===== config.mk =====
export PLATFORM = sky130hd
export DESIGN_NAME = avg2_filter
export DESIGN_NICKNAME = d
export VERILOG_FILES = /design/src/rtl/avg2_pkg.sv /design/src/rtl/avg2_reg.sv /design/src/rtl/avg2_adder.sv /design/src/rtl/avg2_ctrl.sv /design/src/rtl/avg2_filter.sv
export SDC_FILE = /design/constraint.sdc
export NUM_CORES = 1
export LEC_CHECK = 0
export BUFFER_PORTS_ARGS = -buffer_cell sky130_fd_sc_hd__buf_2
export CORE_ASPECT_RATIO = 0.7
export CORE_MARGIN = 3
export CORE_UTILIZATION = 50
export CTS_BUF_LIST = sky130_fd_sc_hd__clkbuf_8
export DETAILED_ROUTE_END_ITERATION = 7
export GPL_ROUTABILITY_DRIVEN = 0
export PLACE_DENSITY = 0.79
export SETUP_SLACK_MARGIN = 0.02
export SYNTH_ARGS = -nofsm -noshare
export SYNTH_HDL_FRONTEND = slang
export SYNTH_SLANG_ARGS = --single-unit

===== constraint.sdc =====
create_clock -name clk -period 1.75 [get_ports clk]
set_input_delay 0.2625 -clock clk [delete_from_list [all_inputs] [get_ports clk]]
set_output_delay 0.2625 -clock clk [all_outputs]
set_load 0.05 [all_outputs]

===== src/rtl/avg2_pkg.sv =====
package avg2_pkg;

    typedef enum logic [2:0] {
        ST_IDLE   = 3'd0,
        ST_INACK  = 3'd1,
        ST_ADD    = 3'd2,
        ST_ADDRST = 3'd3,
        ST_OUT    = 3'd4,
        ST_OUTRST = 3'd5
    } avg2_state_e;

    typedef struct packed {
        avg2_state_e st;
        logic        in_ack;
        logic        add_req;
        logic        out_req;
    } avg2_ctrl_s;

    localparam avg2_ctrl_s CTRL_RESET = '{st: ST_IDLE, in_ack: 1'b0,
                                          add_req: 1'b0, out_req: 1'b0};

endpackage


===== src/rtl/avg2_reg.sv =====
module avg2_reg #(
    parameter int W = 8
) (
    input  logic         clk,
    input  logic         rst_n,
    input  logic         en,
    input  logic [W-1:0] d,
    output logic [W-1:0] q
);
    logic [W-1:0] val_d, val_q;

    always_comb begin
        val_d = val_q;
        if (en) val_d = d;
    end

    always_ff @(posedge clk or negedge rst_n) begin
        if (!rst_n) val_q <= '0;
        else        val_q <= val_d;
    end

    assign q = val_q;
endmodule


===== src/rtl/avg2_adder.sv =====
module avg2_adder #(
    parameter int N     = 8,
    parameter int DELAY = 2
) (
    input  logic         clk,
    input  logic         rst_n,
    input  logic         req,
    output logic         ack,
    input  logic [N-1:0] a,
    input  logic [N-1:0] b,
    output logic [N:0]   sum
);
    localparam int CW = $clog2(DELAY + 1);
    localparam logic [CW-1:0] CNT_LAST = CW'(DELAY - 1);

    typedef struct packed {
        logic [CW-1:0] cnt;
        logic          ack;
    } add_s;

    add_s add_d, add_q;

    always_comb begin
        add_d = add_q;
        if (req && !add_q.ack) begin
            if (add_q.cnt == CNT_LAST) add_d.ack = 1'b1;
            else                       add_d.cnt = add_q.cnt + 1'b1;
        end else if (!req) begin
            add_d.ack = 1'b0;
            add_d.cnt = '0;
        end
    end

    always_ff @(posedge clk or negedge rst_n) begin
        if (!rst_n) add_q <= '0;
        else        add_q <= add_d;
    end

    assign ack = add_q.ack;
    assign sum = {1'b0, a} + {1'b0, b};

    // completion is only signalled while a request is pending
    a_r6_ack_needs_req: assert property (@(posedge clk) disable iff (!rst_n)
        $rose(ack) |-> $past(req));
    // completion holds until the request is withdrawn
    a_r6_ack_holds: assert property (@(posedge clk) disable iff (!rst_n)
        ($past(ack) && $past(req)) |-> ack);
endmodule


===== src/rtl/avg2_ctrl.sv =====
module avg2_ctrl
    import avg2_pkg::*;
(
    input  logic clk,
    input  logic rst_n,
    input  logic in_req,
    output logic in_ack,
    input  logic out_ack,
    output logic out_req,
    output logic add_req,
    input  logic add_ack,
    output logic x_en,
    output logic y_en,
    output logic o_en
);
    avg2_ctrl_s ctl_d, ctl_q;

    always_comb begin
        ctl_d = ctl_q;
        x_en  = 1'b0;
        y_en  = 1'b0;
        o_en  = 1'b0;
        case (ctl_q.st)
            ST_IDLE: if (in_req) begin
                x_en         = 1'b1;
                ctl_d.in_ack = 1'b1;
                ctl_d.st     = ST_INACK;
            end
            ST_INACK: if (!in_req) begin
                ctl_d.in_ack  = 1'b0;
                ctl_d.add_req = 1'b1;
                ctl_d.st      = ST_ADD;
            end
            ST_ADD: if (add_ack) begin
                o_en          = 1'b1;
                ctl_d.add_req = 1'b0;
                ctl_d.st      = ST_ADDRST;
            end
            ST_ADDRST: if (!add_ack) begin
                ctl_d.out_req = 1'b1;
                ctl_d.st      = ST_OUT;
            end
            ST_OUT: if (out_ack) begin
                ctl_d.out_req = 1'b0;
                ctl_d.st      = ST_OUTRST;
            end
            ST_OUTRST: if (!out_ack) begin
                y_en     = 1'b1;
                ctl_d.st = ST_IDLE;
            end
            default: ctl_d = CTRL_RESET;
        endcase
    end

    always_ff @(posedge clk or negedge rst_n) begin
        if (!rst_n) ctl_q <= CTRL_RESET;
        else        ctl_q <= ctl_d;
    end

    assign in_ack  = ctl_q.in_ack;
    assign out_req = ctl_q.out_req;
    assign add_req = ctl_q.add_req;

    a_r4_ack_after_req: assert property (@(posedge clk) disable iff (!rst_n)
        $rose(in_ack) |-> $past(in_req));
    a_r5_no_ack_with_output: assert property (@(posedge clk) disable iff (!rst_n)
        out_req |-> !in_ack);
    a_r7_req_held: assert property (@(posedge clk) disable iff (!rst_n)
        ($past(out_req) && !$past(out_ack)) |-> out_req);
    a_r9_idle_quiet: assert property (@(posedge clk) disable iff (!rst_n)
        $rose(out_req) |-> !in_ack && !add_req);
endmodule


===== src/rtl/avg2_filter.sv =====
module avg2_filter #(
    parameter int N     = 8,
    parameter int DELAY = 2
) (
    input  logic         clk,
    input  logic         rst_n,
    input  logic         in_req,
    output logic         in_ack,
    input  logic [N-1:0] in_data,
    output logic         out_req,
    input  logic         out_ack,
    output logic [N-1:0] out_data
);
    localparam int NREG = 2; // 0: current sample, 1: previous sample

    logic           add_req, add_ack;
    logic           x_en, y_en, o_en;
    logic [N:0]     sum;
    logic [N-1:0]   smp_q [NREG];
    logic [N-1:0]   smp_d [NREG];
    logic           smp_en [NREG];

    avg2_ctrl u_ctrl (
        .clk     (clk),
        .rst_n   (rst_n),
        .in_req  (in_req),
        .in_ack  (in_ack),
        .out_ack (out_ack),
        .out_req (out_req),
        .add_req (add_req),
        .add_ack (add_ack),
        .x_en    (x_en),
        .y_en    (y_en),
        .o_en    (o_en)
    );

    assign smp_d[0]  = in_data;
    assign smp_en[0] = x_en;
    assign smp_d[1]  = smp_q[0];
    assign smp_en[1] = y_en;

    for (genvar g = 0; g < NREG; g++) begin : g_smp
        avg2_reg #(.W(N)) u_reg (
            .clk   (clk),
            .rst_n (rst_n),
            .en    (smp_en[g]),
            .d     (smp_d[g]),
            .q     (smp_q[g])
        );
    end

    avg2_adder #(.N(N), .DELAY(DELAY)) u_add (
        .clk   (clk),
        .rst_n (rst_n),
        .req   (add_req),
        .ack   (add_ack),
        .a     (smp_q[0]),
        .b     (smp_q[1]),
        .sum   (sum)
    );

    avg2_reg #(.W(N)) u_out (
        .clk   (clk),
        .rst_n (rst_n),
        .en    (o_en),
        .d     (sum[N:1]),
        .q     (out_data)
    );

    a_r7_data_stable: assert property (@(posedge clk) disable iff (!rst_n)
        (out_req && $past(out_req)) |-> $stable(out_data));
    a_r8_history_waits: assert property (@(posedge clk) disable iff (!rst_n)
        out_req |-> $stable(smp_q[1]));
    a_r4_capture_holds: assert property (@(posedge clk) disable iff (!rst_n)
        (in_ack && $past(in_ack)) |-> $stable(smp_q[0]));
endmodule


After elaboration in Yosys (flattened, before gate mapping)
Cells that the tools add are included.
{"block": "totals", "out_inout_bits": 10, "input_bits": 12, "reg_bits": 33, "wordCells": 64}
{"block": "op_classes", "n_eq_ne": 15, "muxes": 23, "add_sub_neg": 2, "reduce_logical": 12, "bitwise_logic": 3}
{"operator": "3-bit two-way mux", "count": 6}
{"operator": "3-bit one-hot mux with 6 select lines", "count": 1}
{"operator": "2-bit inequality test, second input constant", "count": 7}
{"operator": "4-bit OR reduction", "count": 3}
{"operator": "1-bit two-way mux", "count": 10}
{"operator": "8-bit by 8-bit adder with 9-bit output", "count": 1}
{"operator": "1-bit one-hot mux with 3 select lines", "count": 3}
{"operator": "3-bit AND reduction", "count": 3}
{"operator": "3-bit by 2-bit == test with 1-bit output, second input constant", "count": 2}
{"operator": "3-bit == test, second input constant", "count": 2}
{"operator": "6-bit AND reduction", "count": 1}
{"operator": "5-bit two-way mux", "count": 1}
{"operator": "4-bit two-way mux", "count": 1}
{"operator": "2-bit by 1-bit inequality test with 1-bit output, second input constant", "count": 2}
{"operator": "2-bit AND reduction", "count": 2}
{"operator": "3-bit by 1-bit == test with 1-bit output, second input constant", "count": 1}
{"operator": "3-bit logical NOT", "count": 1}
{"operator": "1-bit NOT", "count": 3}
{"operator": "2-bit by 1-bit adder with 2-bit output, second input constant", "count": 1}
{"operator": "2-bit by 1-bit == test with 1-bit output, second input constant", "count": 1}
{"operator": "2-bit two-way mux", "count": 1}
{"operator": "1-bit logical AND", "count": 1}
{"operator": "1-bit logical NOT", "count": 1}

Logic depth before layout (Yosys ltp)
{"block": "depth", "depth_word": 4, "depth_mapped": 7, "mapped_depth_nobuf": 6}

Modules after synthesis
From an unflattened synthesis, not the netlist that was laid out.
{"block": "unflattened", "hier_cells": 140, "hier_area_um2": 1808.0}
{"mod": "avg2_reg", "area_each_um2": 331.6, "instances": 3, "seq_area_each_um2": 200.2, "cells_each": 17}
{"mod": "avg2_adder", "area_each_um2": 454.2, "instances": 1, "seq_area_each_um2": 75.1, "cells_each": 53}
{"mod": "avg2_ctrl", "area_each_um2": 359.1, "instances": 1, "seq_area_each_um2": 150.1, "cells_each": 36}

Worst setup path after synthesis
OpenSTA, ideal clock, no wires.
{"block": "synth_path", "path_type": "register -> register", "startpoint": "register g_smp[0].u_reg.val_q[0]", "endpoint": "register u_out.val_q[7] (netlist: u_out.q[7])", "path_stages_with_launch": 7, "path_buffers": 0, "required_time_ns": 1.619, "period_less_slack_ns": 1.784, "arrival_ns": 1.653, "setup_time_ns": 0.131, "setup_slack_ns": -0.034, "path_cell_list": "dfrtp_1 -> and2_1 -> fa_1 -> a21oi_1 -> o211ai_1 -> a2111oi_2 -> nor3_1"}
{"block": "synth_via", "elab_chain_len": 1}
{"item": "start, declared", "line": "avg2_reg.sv:10", "rtl": "logic [W-1:0] val_d, val_q;"}
{"item": "start signal, assigned", "line": "avg2_reg.sv:19", "rtl": "else val_q <= val_d;"}
{"item": "8-bit by 8-bit adder with 9-bit output", "line": "avg2_adder.sv:40", "rtl": "assign sum = {1'b0, a} + {1'b0, b};"}
{"item": "end signal, assigned", "line": "avg2_reg.sv:19"}
{"item": "end, declared", "line": "avg2_reg.sv:10"}
No other way between the ends.
A chain may end at the register's enable or synchronous reset.

Worst setup path in the final report
{"block": "layout_path", "startpoint": "register g_smp[0].u_reg.val_q[0]", "endpoint": "register u_out.val_q[5] (netlist: u_out.q[5])"}
Same word-level chain as after synthesis.

==> flow_metrics.py <==
metrics = {
    "timing": {
        "rsz0062_at_grt": "yes",
        "layout_min_cycle_time_ns": 1.75,
        "slew_viol_final": 0,
        "hold_ws_ns": 0.0297,
        "setup_violations": 1,
        "relSlewSlack": 0.520,
        "hold_viol_final": 0,
        "worstMarginPinSlew_ns": 0.719,
        "fin_crit_sh": 1.00,
        "max_freq_mhz": 570,
        "setup_ws_ns": -0.00350,
        "clock_skew_ns": 0.00478,
    },
    "clock_network": {
        "cts_made_buffers": 5,
        "clock-sinks": 33,
        "cts_buffer_depth": 2,
        "htree_levels": 2,
        "clock-root-buffer": "clkbuf_8",
        "cts_tree": "built",
        "clkTransAtPathRegs_ns": 0.07,
        "cts_hold_buf": 0,
        "clkLatencyLatePin_ns": 0.28,
    },
    "logic_synthesis": {
        "synthDistinctLibCells": 41,
        "yosys.area.top_type_share": 0.486,
        "ys_seq_elements": 33,
        "synth.avg_cell_area_sq_um": 11.2,
        "syn_inst": 151,
        "synth_edf_count": 0,
        "syn_nets": 172,
        "synthTopCellsByArea": "dfrtp_1, mux2_2, ha_1, nand2_1, nor4b_4",
        "synthFlopType": "dfrtp_1",
        "yosysWarnings": 0,
        "yosysTopAreaCell": "dfrtp_1",
        "syn_area_sq_um": 1700,
        "yosysSeqAreaShare": 0.486,
        "async_flop_share": 1.00,
    },
    "worst_setup_path": {
        "cp_data_arrival_time_ns": 1.92,
        "path_cells": "and2_4, fa_2, a21oi_4, o21ai_1, a311oi_1, o21ai_1",
        "startpoint": "g_smp[0].u_reg.q[0]",
        "worst-path-stages": 6,
        "required_ns": 1.91,
        "crit_path_top_delay_cell": "dfrtp_1",
        "crit_fanout": 3,
        "crit_family": "compound AO/OA/AOI/OAI gates",
        "reg2reg_slack_ns": -0.003,
        "r2r_end": "u_out.q[5]",
        "worstSetupStartpointType": "flop",
        "critPathKind": "flop to flop",
        "path_buf_inv": 0,
        "cp-end-kind": "flop",
        "critPathMostFrequentCell": "o21ai_1",
        "cp_slowest_stage_delay_ns": 0.38,
        "reg2reg_depth": 6,
        "rr_startpoint": "g_smp[0].u_reg.q[0]",
    },
    "layout": {
        "fin_nets": 208,
        "area_delta_synth_final_pct": 20.1,
        "layout-drive-gt1-share": 0.372,
        "seqCellArea_sq_um": 826,
        "finalNonFillerCells": 226,
        "fillCellCount": 258,
        "multi_input_area_sq_um": 855,
        "antenna_cells": 0,
        "fin_util": 0.639,
    },
    "min_path": {
        "min_path_type": "input port to async pin",
    },
    "die": {
        "die_y_microns": 54.8,
        "io_pins": 22,
        "num_rows": 17,
        "die_w_microns": 75.7,
        "coreArea_sq_um": 3190,
        "dieArea_sq_um": 4140,
        "start_util": 0.532,
    },
    "detailed_routing": {
        "antenna_left": 0,
        "vias": 1237,
        "wl_per_cell_microns": 15.4,
        "drt_iter0_markers": 77,
        "first_pass_iters": 4,
        "drt_wl_total_mm": 3.47,
        "drc": 0,
        "drt-vias-per-instance": 5.47,
    },
    "global_route": {
        "grt_pass1_vias": 1207,
        "grt_use_met1": 0.240,
        "overflow": 0,
        "grt_use_met3": 0.0495,
        "antenna_found_initial": 0,
        "grt_use_met2": 0.285,
        "grt_pass1_wl_mm": 5.49,
        "grt_max_degree": 34,
        "track_usage": 0.182,
        "busiest_layer": "met2",
    },
    "placed_design": {
        "portBuffers": 21,
        "hpwl_mm": 2.51,
        "dp_cells": 214,
    },
    "flow_run": {
        "maxCapViolations": 0,
    },
    "outcome": {
        "violations": "negative setup slack",
        "status": "complete, but fails checks",
    },
}
what timing repair did:
item,4_1_cts,5_1_grt
buffers inserted,3,1
pin swaps,2,0
setup endpoints to repair,4,5
gates resized for setup,4,6
Yosys cell counts (all sizes together) (2+ instances only):
library cell  count
a21oi             7
o21ai            11
buf               4
o211ai            2
nor4b             2
o21a              2
o31ai             2
nand2            16
xnor2             3
a211o             2
a211oi            2
nor3              5
ha                8
inv               7
dfrtp            33
o22ai             3
mux2             16
nor2              9
state kept, by name (all words and copies together) (netlist names):
| name | count |
|---|---|
| g_smp.u_reg.q | 16 |
| u_add.ack | 1 |
| u_add.add_q | 2 |
| u_ctrl.add_req | 1 |
| u_ctrl.ctl_q | 3 |
| u_ctrl.in_ack | 1 |
| u_ctrl.out_req | 1 |
| u_out.q | 8 |
cells by family (layout without fill, tap and decap cells):
family / count (synthesis) / count (layout) / synth area share
AND/OR/NAND/NOR: 40 / 40 / 0.133
buffers and inverters: 12 / 49 / 0.0346
XOR/XNOR: 3 / 3 / 0.0155
adder cells (fa/ha/maj): 9 / 9 / 0.0707
AO/OA/AOI/OAI: 37 / 37 / 0.147
flip-flops: 33 / 33 / 0.486
multiplexers: 17 / 17 / 0.112
worst reg2reg max path: cells and delay by family, from the launching register on:
family	cells	cell delay, ns
and+or+nand+nor	1	0.16
AOI/OAI and AO/OA	4	0.72
DFF	1	0.38
adders and majority gates	1	0.37
worst max path at each step:
stage | to | slack, ns
2_1_floorplan | u_out.q[7] | 0.03
3_3_place_gp | u_out.q[7] | 0.01
3_5_place_dp | u_out.q[5] | -0.10
4_1_cts | u_out.q[5] | 0.02
5_1_grt | u_out.q[7] | -0.1
6_report | u_out.q[5] | -0.003
layout by cell type (no fill, tap or decap), types with 2 or more instances in the layout:
cell | synthesis | layout
buf_2 | 2 | 21
a21oi_1 | 7 | 4
a21oi_2 | 0 | 2
nor3_1 | 5 | 5
clkinv_2 | 0 | 2
o21ai_0 | 8 | 6
nor4b_4 | 2 | 2
ha_1 | 8 | 7
nand2_1 | 16 | 16
o21ai_1 | 3 | 5
nor2_1 | 9 | 9
clkbuf_8 | 0 | 5
xnor2_1 | 3 | 3
inv_1 | 6 | 7
buf_4 | 1 | 13
o21a_1 | 2 | 2
o22ai_1 | 3 | 3
dfrtp_1 | 33 | 33
mux2_2 | 15 | 15
o31ai_1 | 2 | 2
a211o_1 | 2 | 2
routing by layer:
layer / wire length, microns / up-vias
met3: 136 / 4
met1: 1650 / 590
li1: - / 619
met5: 0 / -
met4: 26 / 0
met2: 1660 / 24
per-stage QoR:
step | worst slack (ns) | TNS (ns) | instance area, sq um
floorplan | 0.0269 | 0 | 1700
global placement | 0.0116 | 0 | 1890
detailed placement | -0.104 | -0.166 | 1890
CTS | 0.0161 | 0 | 2000
global route | -0.0971 | -0.198 | 2040
finish | -0.00350 | -0.00350 | 2040
layout make-up:
cell class	instances	share of cell area
multi-input combinational	106	0.419
sequential	33	0.405
timing repair buffer	34	0.0994
clock buffer	5	0.0337
tap	38	0.0233
inverter	7	0.0129
clock inverter	3	0.00675
Power is left out: the tool's default activity adds up to more than one toggle a clock period on the data nets, which glitch-free logic cannot reach.
